### src/rtl/crc_pkg.sv
package crc_pkg;
  localparam int BUS_W   = 32;
  localparam int LANES   = BUS_W / 8;
  localparam logic [31:0] POLY_W32 = 32'h04C11DB7;
  localparam logic [15:0] POLY_W16 = 16'h1021;

  localparam int OFS_CTRL   = 'h000;
  localparam int OFS_SEED   = 'h004;
  localparam int OFS_DIN    = 'h008;
  localparam int OFS_RESULT = 'h00C;

  typedef struct packed {
    logic swap;       // control bit 4
    logic msb_first;  // control bit 2
    logic bitrev;     // control bit 1
    logic poly16;     // control bit 0
  } crc_cfg_t;

  function automatic logic [7:0] rev8(input logic [7:0] b);
    logic [7:0] r;
    for (int i = 0; i < 8; i++) r[i] = b[7-i];
    return r;
  endfunction

  function automatic logic [31:0] rev32(input logic [31:0] b);
    logic [31:0] r;
    for (int i = 0; i < 32; i++) r[i] = b[31-i];
    return r;
  endfunction

  function automatic logic [15:0] rev16(input logic [15:0] b);
    logic [15:0] r;
    for (int i = 0; i < 16; i++) r[i] = b[15-i];
    return r;
  endfunction

  // One byte, MSB first, through the selected generator.
  function automatic logic [31:0] fold_byte(input logic [31:0] st,
                                            input logic [7:0] b,
                                            input logic p16);
    logic [31:0] s32;
    logic [15:0] s16;
    s32 = st ^ {b, 24'h0};
    s16 = st[15:0] ^ {b, 8'h0};
    for (int i = 0; i < 8; i++) begin
      s32 = s32[31] ? ((s32 << 1) ^ POLY_W32) : (s32 << 1);
      s16 = s16[15] ? ((s16 << 1) ^ POLY_W16) : (s16 << 1);
    end
    return p16 ? {16'h0, s16} : s32;
  endfunction

  // Result presentation: width mask, reversal, swap by read width.
  function automatic logic [31:0] format_result(input logic [31:0] st,
                                                input crc_cfg_t cfg,
                                                input logic full_word);
    logic [31:0] v;
    if (cfg.poly16) v = {16'h0, cfg.bitrev ? rev16(st[15:0]) : st[15:0]};
    else            v = cfg.bitrev ? rev32(st) : st;
    if (cfg.swap) begin
      if (cfg.poly16)     v = {16'h0, v[7:0], v[15:8]};
      else if (full_word) v = {v[7:0], v[15:8], v[23:16], v[31:24]};
      else                v = {v[23:16], v[31:24], v[7:0], v[15:8]};
    end
    return v;
  endfunction
endpackage

### src/rtl/crc_decode.sv
module crc_decode
  import crc_pkg::*;
#(
  parameter int ADDR_W    = 13,
  parameter int WIN_BASE  = 'h1800,
  parameter int WIN_WORDS = 512
) (
  input  logic              clk,
  input  logic              rst_n,
  input  logic              bus_sel,
  input  logic              bus_wr,
  input  logic [ADDR_W-1:0] bus_addr,
  input  logic [LANES-1:0]  bus_be,
  input  crc_cfg_t          cfg_wdata,
  output crc_cfg_t          cfg,
  output logic              ctrl_wr,
  output logic              seed_load,
  output logic              data_fold,
  output logic              rd_ctrl,
  output logic              rd_result
);
  localparam int WIN_LAST = WIN_BASE + 4 * (WIN_WORDS - 1);

  logic hit_ctrl, hit_seed, hit_din, hit_res, hit_win, wr_any, rd_any;

  assign hit_ctrl = (bus_addr == ADDR_W'(OFS_CTRL));
  assign hit_seed = (bus_addr == ADDR_W'(OFS_SEED));
  assign hit_din  = (bus_addr == ADDR_W'(OFS_DIN));
  assign hit_res  = (bus_addr == ADDR_W'(OFS_RESULT));
  assign hit_win  = (bus_addr >= ADDR_W'(WIN_BASE)) &&
                    (bus_addr <= ADDR_W'(WIN_LAST)) &&
                    (bus_addr[1:0] == 2'b00);

  assign wr_any = bus_sel &&  bus_wr;
  assign rd_any = bus_sel && !bus_wr;

  assign ctrl_wr   = wr_any && hit_ctrl && bus_be[0];
  assign seed_load = wr_any && hit_seed && (|bus_be);
  assign data_fold = wr_any && (hit_din || hit_win) && (|bus_be);
  assign rd_ctrl   = rd_any && hit_ctrl;
  assign rd_result = rd_any && hit_res;

  always_ff @(posedge clk or negedge rst_n) begin
    if (!rst_n)       cfg <= '0;
    else if (ctrl_wr) cfg <= cfg_wdata;
  end
endmodule

### src/rtl/crc_core.sv
module crc_core
  import crc_pkg::*;
(
  input  logic             clk,
  input  logic             rst_n,
  input  logic             seed_load,
  input  logic             data_fold,
  input  crc_cfg_t         cfg,
  input  logic [BUS_W-1:0] wdata,
  input  logic [LANES-1:0] be,
  output logic [31:0]      state
);
  logic [LANES:0][31:0] chain;

  assign chain[0] = state;

  for (genvar k = 0; k < LANES; k++) begin : g_step
    localparam int LO = k;
    localparam int HI = LANES - 1 - k;
    logic [7:0] raw;
    logic [7:0] feed;
    logic       en;
    assign raw  = cfg.msb_first ? wdata[HI*8 +: 8] : wdata[LO*8 +: 8];
    assign en   = cfg.msb_first ? be[HI] : be[LO];
    assign feed = cfg.bitrev ? rev8(raw) : raw;
    assign chain[k+1] = en ? fold_byte(chain[k], feed, cfg.poly16) : chain[k];
  end

  always_ff @(posedge clk or negedge rst_n) begin
    if (!rst_n)         state <= '0;
    else if (seed_load) state <= cfg.poly16 ? {16'h0, wdata[15:0]} : wdata;
    else if (data_fold) state <= chain[LANES];
  end
endmodule

### src/rtl/crc_readout.sv
module crc_readout
  import crc_pkg::*;
(
  input  logic [31:0]      state,
  input  crc_cfg_t         cfg,
  input  logic [LANES-1:0] be,
  input  logic             rd_ctrl,
  input  logic             rd_result,
  output logic [BUS_W-1:0] rdata
);
  logic full_word;
  assign full_word = (be == {LANES{1'b1}});

  always_comb begin
    rdata = '0;
    if (rd_result)    rdata = format_result(state, cfg, full_word);
    else if (rd_ctrl) rdata = {27'h0, cfg.swap, 1'b0, cfg.msb_first, cfg.bitrev, cfg.poly16};
  end
endmodule

### src/rtl/crc_engine.sv
module crc_engine
  import crc_pkg::*;
#(
  parameter int ADDR_W    = 13,
  parameter int WIN_BASE  = 'h1800,
  parameter int WIN_WORDS = 512
) (
  input  logic              clk,
  input  logic              rst_n,
  input  logic              bus_sel,
  input  logic              bus_wr,
  input  logic [ADDR_W-1:0] bus_addr,
  input  logic [3:0]        bus_be,
  input  logic [31:0]       bus_wdata,
  output logic [31:0]       bus_rdata
);
  crc_cfg_t    cfg, cfg_wdata;
  logic        ctrl_wr, seed_load, data_fold, rd_ctrl, rd_result;
  logic [31:0] crc_state;

  assign cfg_wdata = '{swap: bus_wdata[4], msb_first: bus_wdata[2],
                       bitrev: bus_wdata[1], poly16: bus_wdata[0]};

  crc_decode #(.ADDR_W(ADDR_W), .WIN_BASE(WIN_BASE), .WIN_WORDS(WIN_WORDS)) u_decode (
    .clk(clk), .rst_n(rst_n), .bus_sel(bus_sel), .bus_wr(bus_wr),
    .bus_addr(bus_addr), .bus_be(bus_be), .cfg_wdata(cfg_wdata), .cfg(cfg),
    .ctrl_wr(ctrl_wr), .seed_load(seed_load), .data_fold(data_fold),
    .rd_ctrl(rd_ctrl), .rd_result(rd_result)
  );

  crc_core u_core (
    .clk(clk), .rst_n(rst_n), .seed_load(seed_load), .data_fold(data_fold),
    .cfg(cfg), .wdata(bus_wdata), .be(bus_be), .state(crc_state)
  );

  crc_readout u_readout (
    .state(crc_state), .cfg(cfg), .be(bus_be), .rd_ctrl(rd_ctrl),
    .rd_result(rd_result), .rdata(bus_rdata)
  );
endmodule

### config.mk
export PLATFORM = sky130hd
export DESIGN_NAME = crc_engine
export DESIGN_NICKNAME = d
export VERILOG_FILES = /design/src/rtl/crc_pkg.sv /design/src/rtl/crc_decode.sv /design/src/rtl/crc_core.sv /design/src/rtl/crc_readout.sv /design/src/rtl/crc_engine.sv
export SDC_FILE = /design/constraint.sdc
export NUM_CORES = 1
export LEC_CHECK = 0
export BUFFER_PORTS_ARGS = -buffer_cell sky130_fd_sc_hd__buf_2
export CAP_MARGIN = 0
export CORE_UTILIZATION = 58
export DETAILED_ROUTE_END_ITERATION = 12
export GPL_ROUTABILITY_DRIVEN = 1
export GPL_TIMING_DRIVEN = 0
export PLACE_DENSITY = 0.89
export SLEW_MARGIN = 10
export SYNTH_ARGS = -nofsm -noshare
export SYNTH_HDL_FRONTEND = slang
export SYNTH_SLANG_ARGS = --single-unit
### constraint.sdc
create_clock -name clk -period 5.5 [get_ports clk]
set_clock_uncertainty 0.2 [all_clocks]
set_input_delay 0.275 -clock clk [delete_from_list [all_inputs] [get_ports clk]]
set_output_delay 0.275 -clock clk [all_outputs]
set_load 0.01 [all_outputs]
==> reports/summary.txt, run 1 <==
Yosys reg bits: 36
status: did not finish
Ys Warns: 0
failing step: 5_1_grt
Cell Area, Synth: 11,200 um2
die width: 141 um
worst ep type: register data pin
Port-buffer cells: 80
pin count of the biggest net entering global routing: 37
Crit. endpoint post-GRT repair: u_core.state[12]$_DFFE_PN0P_/D
initial core utilization: 59.6%
sequential share of the synthesized area: 8.03%
Most used DFF post-synth: dfrtp_1
number of synthesized flops with an enable pin: 0
CTS Buf Count: 5
Die Height: 141 um
clk buf depth: 2
GRT Residual Overflow: 9
Syn Nets: 1,481
clk sinks: 36
Ports: 85
Async SR Flop Fraction: 100%
Avg Synthesized Cell Area: 7.86 um2
gr usage total: 78.3%
count of cell types in the netlist: 84
GPL Wtd Cong: 1.10
CTS Root Cell: clkbuf_16
HPWL Detailed: 38,100 um
# rows: 50
First Err: [ERROR GRT-0232] Routing congestion too high. Check the congestion heatmap in the GUI.
instance count of the mapped netlist: 1,428
H-tree levels: 2
[Yosys cell counts (all sizes together) (3+ instances only)]
master	instances	area share, %
xnor2	186	16
nor2	145	4.8
nand2	141	4.7
o21ai	133	6.1
xor2	104	9.4
clkbuf	92	3.1
a21oi	91	4.1
mux2i	79	7.0
xnor3	43	8.6
nand3	42	2.0
dfrtp	36	8.0
mux2	32	3.2
nor3	32	1.6
buf	23	1.1
a22oi	22	1.6
o211ai	17	1.1
a211oi	14	0.94
and2	14	0.78
mux4	13	2.6
o22ai	13	0.78
a22o	10	0.78
and3	10	0.56
o221ai	10	0.78
a31oi	9	0.50
or3	9	0.50
a221oi	8	0.68
nand2b	8	0.45
nor4	8	0.77
xor3	7	1.5
inv	6	0.20
or4	5	0.33
a211o	4	0.31
a21boi	4	0.27
a221o	4	0.36
o2111ai	4	0.37
o21a	4	0.27
o31ai	4	0.27
a21o	3	0.20
and4	3	0.26
nand3b	3	0.20
nand4	3	0.17
o21bai	3	0.20
o22a	3	0.25
or2	3	0.17
or3b	3	0.23
[logic make-up after synthesis]
kind of cell	after synthesis	share of synthesized area, %
xor+xnor	340	35.9
compound gates	372	20.9
flops	36	8.03
buf+inv	121	4.38
mux	124	12.9
simple gates	435	18.0
[per-stage QoR]
| stage | hold slack (ns) | cells | TNS, ns | instance area [um2] | setup WS (ns) |
|---|---|---|---|---|---|
| 2_1_floorplan | -0.221 | 1428 | -3.81 | 11500 | -0.360 |
| 3_3_place_gp | 0.214 | 1768 | -43.99 | 12200 | -2.48 |
| 3_5_place_dp | 0.209 | 1768 | -45.08 | 12200 | -2.40 |
| 4_1_cts | 0.0871 | 1921 | -10.30 | 14800 | -0.565 |
[layer usage]
metal / GRT overflow / global-route usage (%)
met5: 0 / 36.3
met4: 4 / 71.8
met3: 0 / 66.6
met2: 4 / 91.9
met1: 1 / 80.6
[what timing repair did]
item,CTS
cloned,1
hold buffers,1
pin swaps,96
buffers inserted,145
hold endpoints to repair,36
endpoints found under the setup margin,52
resized for setup,222
==> inputs of run 2 (changes only) <==
CORE_UTILIZATION = 40   (was 58)
PLACE_DENSITY = not set   (was 0.89)
PLACE_DENSITY_LB_ADDON = 0.15   (was not set)
clock period = 7.15 ns   (was 5.5 ns; I/O delays follow)
==> run 2 against run 1 <==
Net effect:
- area after synthesis stayed put
- synthesized cell count stayed put
- the flow now finishes, with violations (negative hold slack)
==> reports/summary.txt, run 2 <==
# rows: 60
Ports: 85
CTS Root Cell: clkbuf_16
post-synthesis mux area share: 12.9%
# fillers: 2,773
worst min path class: in2async
Setup TNS Final: 0 ns
Core Footprint: 27,300 um2
Die Height: 170 um
leading cell type in the layout, fill and taps excluded: xnor2_1
max reg flops: 32
Worst-Margin Slew: 1.35 ns
Pre-Repair DR Iteration Count: 5
FF-to-FF Start: u_decode.cfg[2]$_DFFE_PN0P_
hold buffer count at CTS: 0
top cell type's share of synthesized area: 13.1%
Top reg by flops: u_core.state
pin count of the biggest net entering global routing: 37
Ys Warns: 0
HPWL Detailed: 40,500 um
largest family of logic cells by synthesized area: XOR/XNOR gates
CTS tree: yes
clk sinks: 36
max-slew violations: 0
r2r endpoint: u_core.state[7]$_DFFE_PN0P_
placed cell areas: 12,100 um2
GRT Residual Overflow: 0
Iteration-0 DRC Markers: 1,454
crit end category: register
sequential share of power: 6.9%
Async SR Flop Fraction: 100%
post-synthesis compound-gate area fraction: 20.9%
flop-to-flop setup slack: 0.16 ns
DR DRC count: 0
clock power share: 4.3%
Final setup viols: 0
post-route setup slack: 0.161 ns
# diodes: 0
instance count of the mapped netlist: 1,428
clock-pin slew on the worst setup and hold paths: 0.06 ns
Critical Path RT: 7.11 ns
pwr/cell area: 409 nW/um2
Port-buffer cells: 80
Fin. Hold Viols: 12
slew margin rel.: 10.3%
Nets: 1,581
sequential share of the synthesized area: 8.03%
Syn Nets: 1,481
Most used DFF post-synth: dfrtp_1
Avg Synthesized Cell Area: 7.86 um2
average wire per standard cell: 26.7 um
final hold slack: -0.0218 ns
area leader, netlist: xnor2_1
Area Overhead vs Synth: 13.0%
Top Registers: u_core.state x32, u_decode.cfg x4
post-synthesis adder-cell area fraction: 0%
Pint: 0.00238 W
XOR/XNOR Fraction of Synth Area: 35.9%
Yosys reg bits: 36
reg2reg path depth: 20
final WL: 50,800 um
final worst path period share: 97.8%
peak supply drop: 244 uV
CP Class: reg2reg
Logic pwr share: 88.8%
gr usage total: 35.3%
Post-synth top cells: xnor2_1, nor2_1, nand2_1
Via density: 6.34
final instance area: 12,700 um2
Setup crit start kind: register
Cell Area, Synth: 11,200 um2
post-synthesis simple-gate area fraction: 18.0%
vias in the first global route: 11,100
initial core utilization: 41.2%
crit path time final: 6.99 ns
die area: 28,700 um2
failing checks: negative hold slack
NetSw: 0.00282 W
Fmax achieved: 0.143 GHz
CTS Buf Count: 5
clk buf depth: 2
initial antenna violation count: 0
fraction of layout cells with a size suffix above 1: 16.2%
status: finished with violations
die width: 170 um
Setup Slack @ Placement: -0.976 ns
count of cell types in the netlist: 84
crit-path max FO: 5
commonest non-fill, non-tap cells in the layout: xnor2_1, nor2_1, nand2_1
LEAKAGE: 5.06 nW
GPL Wtd Cong: 1.00
global-route wire length before repair: 74,300 um
Worst-Skew Late Latency: 0.29 ns
Via Count: 12,100
overall power: 0.00519 W
max_cap viols: 0
sw frac: 54.3%
H-tree levels: 2
number of synthesized flops with an enable pin: 0
Arrival @ worst endpoint: 6.95 ns
Synth area leaders: xnor2_1, xnor3_1, dfrtp_1, xor2_1, mux2i_1
most frequent cell after synthesis: xnor2_1
remaining antenna violation count: 0
run 2: cell counts after synthesis:
Identical to the previous run, type by type.
run 2: kinds of logic (layout without fill, tap and decap cells):
family | after synthesis | count (layout)
muxes | 124 | 124
DFF | 36 | 36
AOI/OAI and AO/OA | 372 | 372
and+or+nand+nor | 435 | 435
buffers and inverters | 121 | 222
xor gates and xnor gates | 340 | 340
run 2: cell type report:
cell class	instances	area, um2	area share (%)
Tap cell	372	465	3.67
Clock inverter	2	10.0	0.0789
Timing Repair Buffer	94	531	4.18
Buffer	114	469	3.70
Inverter	6	22.5	0.178
Sequential cell	36	901	7.10
Multi-Input combinational cell	1271	10100	80.0
Clock buffer	6	139	1.09
run 2: worst max-delay path: stages (launching register included):
cell and delay [ns]:
dfrtp_1 0.33, buf_6 0.13, mux4_2 0.64, xnor2_2 0.44, xnor2_2 0.22, xnor3_1 0.45, o21ai_4 0.31, xor2_4 0.18
buf_12 0.20, xnor2_1 0.42, xor3_1 0.31, or3_1 0.41, nand3_1 0.28, xnor3_1 0.53, mux2i_1 0.24, xnor2_1 0.13
mux2i_4 0.33, xor2_2 0.35, a211oi_1 0.14, a2111oi_4 0.49, o21ai_1 0.13
run 2: per-stage QoR:
stage	cells	util (%)
final	1901	46.5
after global routing	1901	46.5
after CTS	1896	45.7
after detailed placement	1880	44.4
after global placement	1880	44.4
after floorplan	1428	-
run 2: worst max path at each step:
stage                                   endpoint                   startpoint  depth (start not counted)
detailed placement   u_core.state[7]$_DFFE_PN0P_  u_decode.cfg[2]$_DFFE_PN0P_                         22
global route         u_core.state[7]$_DFFE_PN0P_  u_decode.cfg[2]$_DFFE_PN0P_                         19
finish               u_core.state[7]$_DFFE_PN0P_  u_decode.cfg[2]$_DFFE_PN0P_                         20
floorplan            u_core.state[8]$_DFFE_PN0P_  u_decode.cfg[2]$_DFFE_PN0P_                         21
CTS                 u_core.state[13]$_DFFE_PN0P_  u_decode.cfg[2]$_DFFE_PN0P_                         19
global placement     u_core.state[7]$_DFFE_PN0P_  u_decode.cfg[2]$_DFFE_PN0P_                         22
run 2: power groups by stage:
stage          Clock, W  Combinational, W  Sequential, W
2_1_floorplan         0           0.00323       0.000301
3_3_place_gp          0           0.00426       0.000348
3_5_place_dp          0           0.00426       0.000350
4_1_cts        0.000221           0.00439       0.000348
5_1_grt        0.000233           0.00486       0.000355
6_report       0.000225           0.00461       0.000356
run 2: what timing repair did:
item	CTS	global route
resized for setup	25	25
buffers inserted	8	6
setup endpoints to repair	31	25
pin swaps	4	4
run 2: layer usage:
layer  share of wire, %  GRT usage, %
met1                 43          50.2
met5                  0             0
met2                 44          54.9
met4                3.9          10.8
met3                9.9          5.27
(Power assumes the default switching activity.)
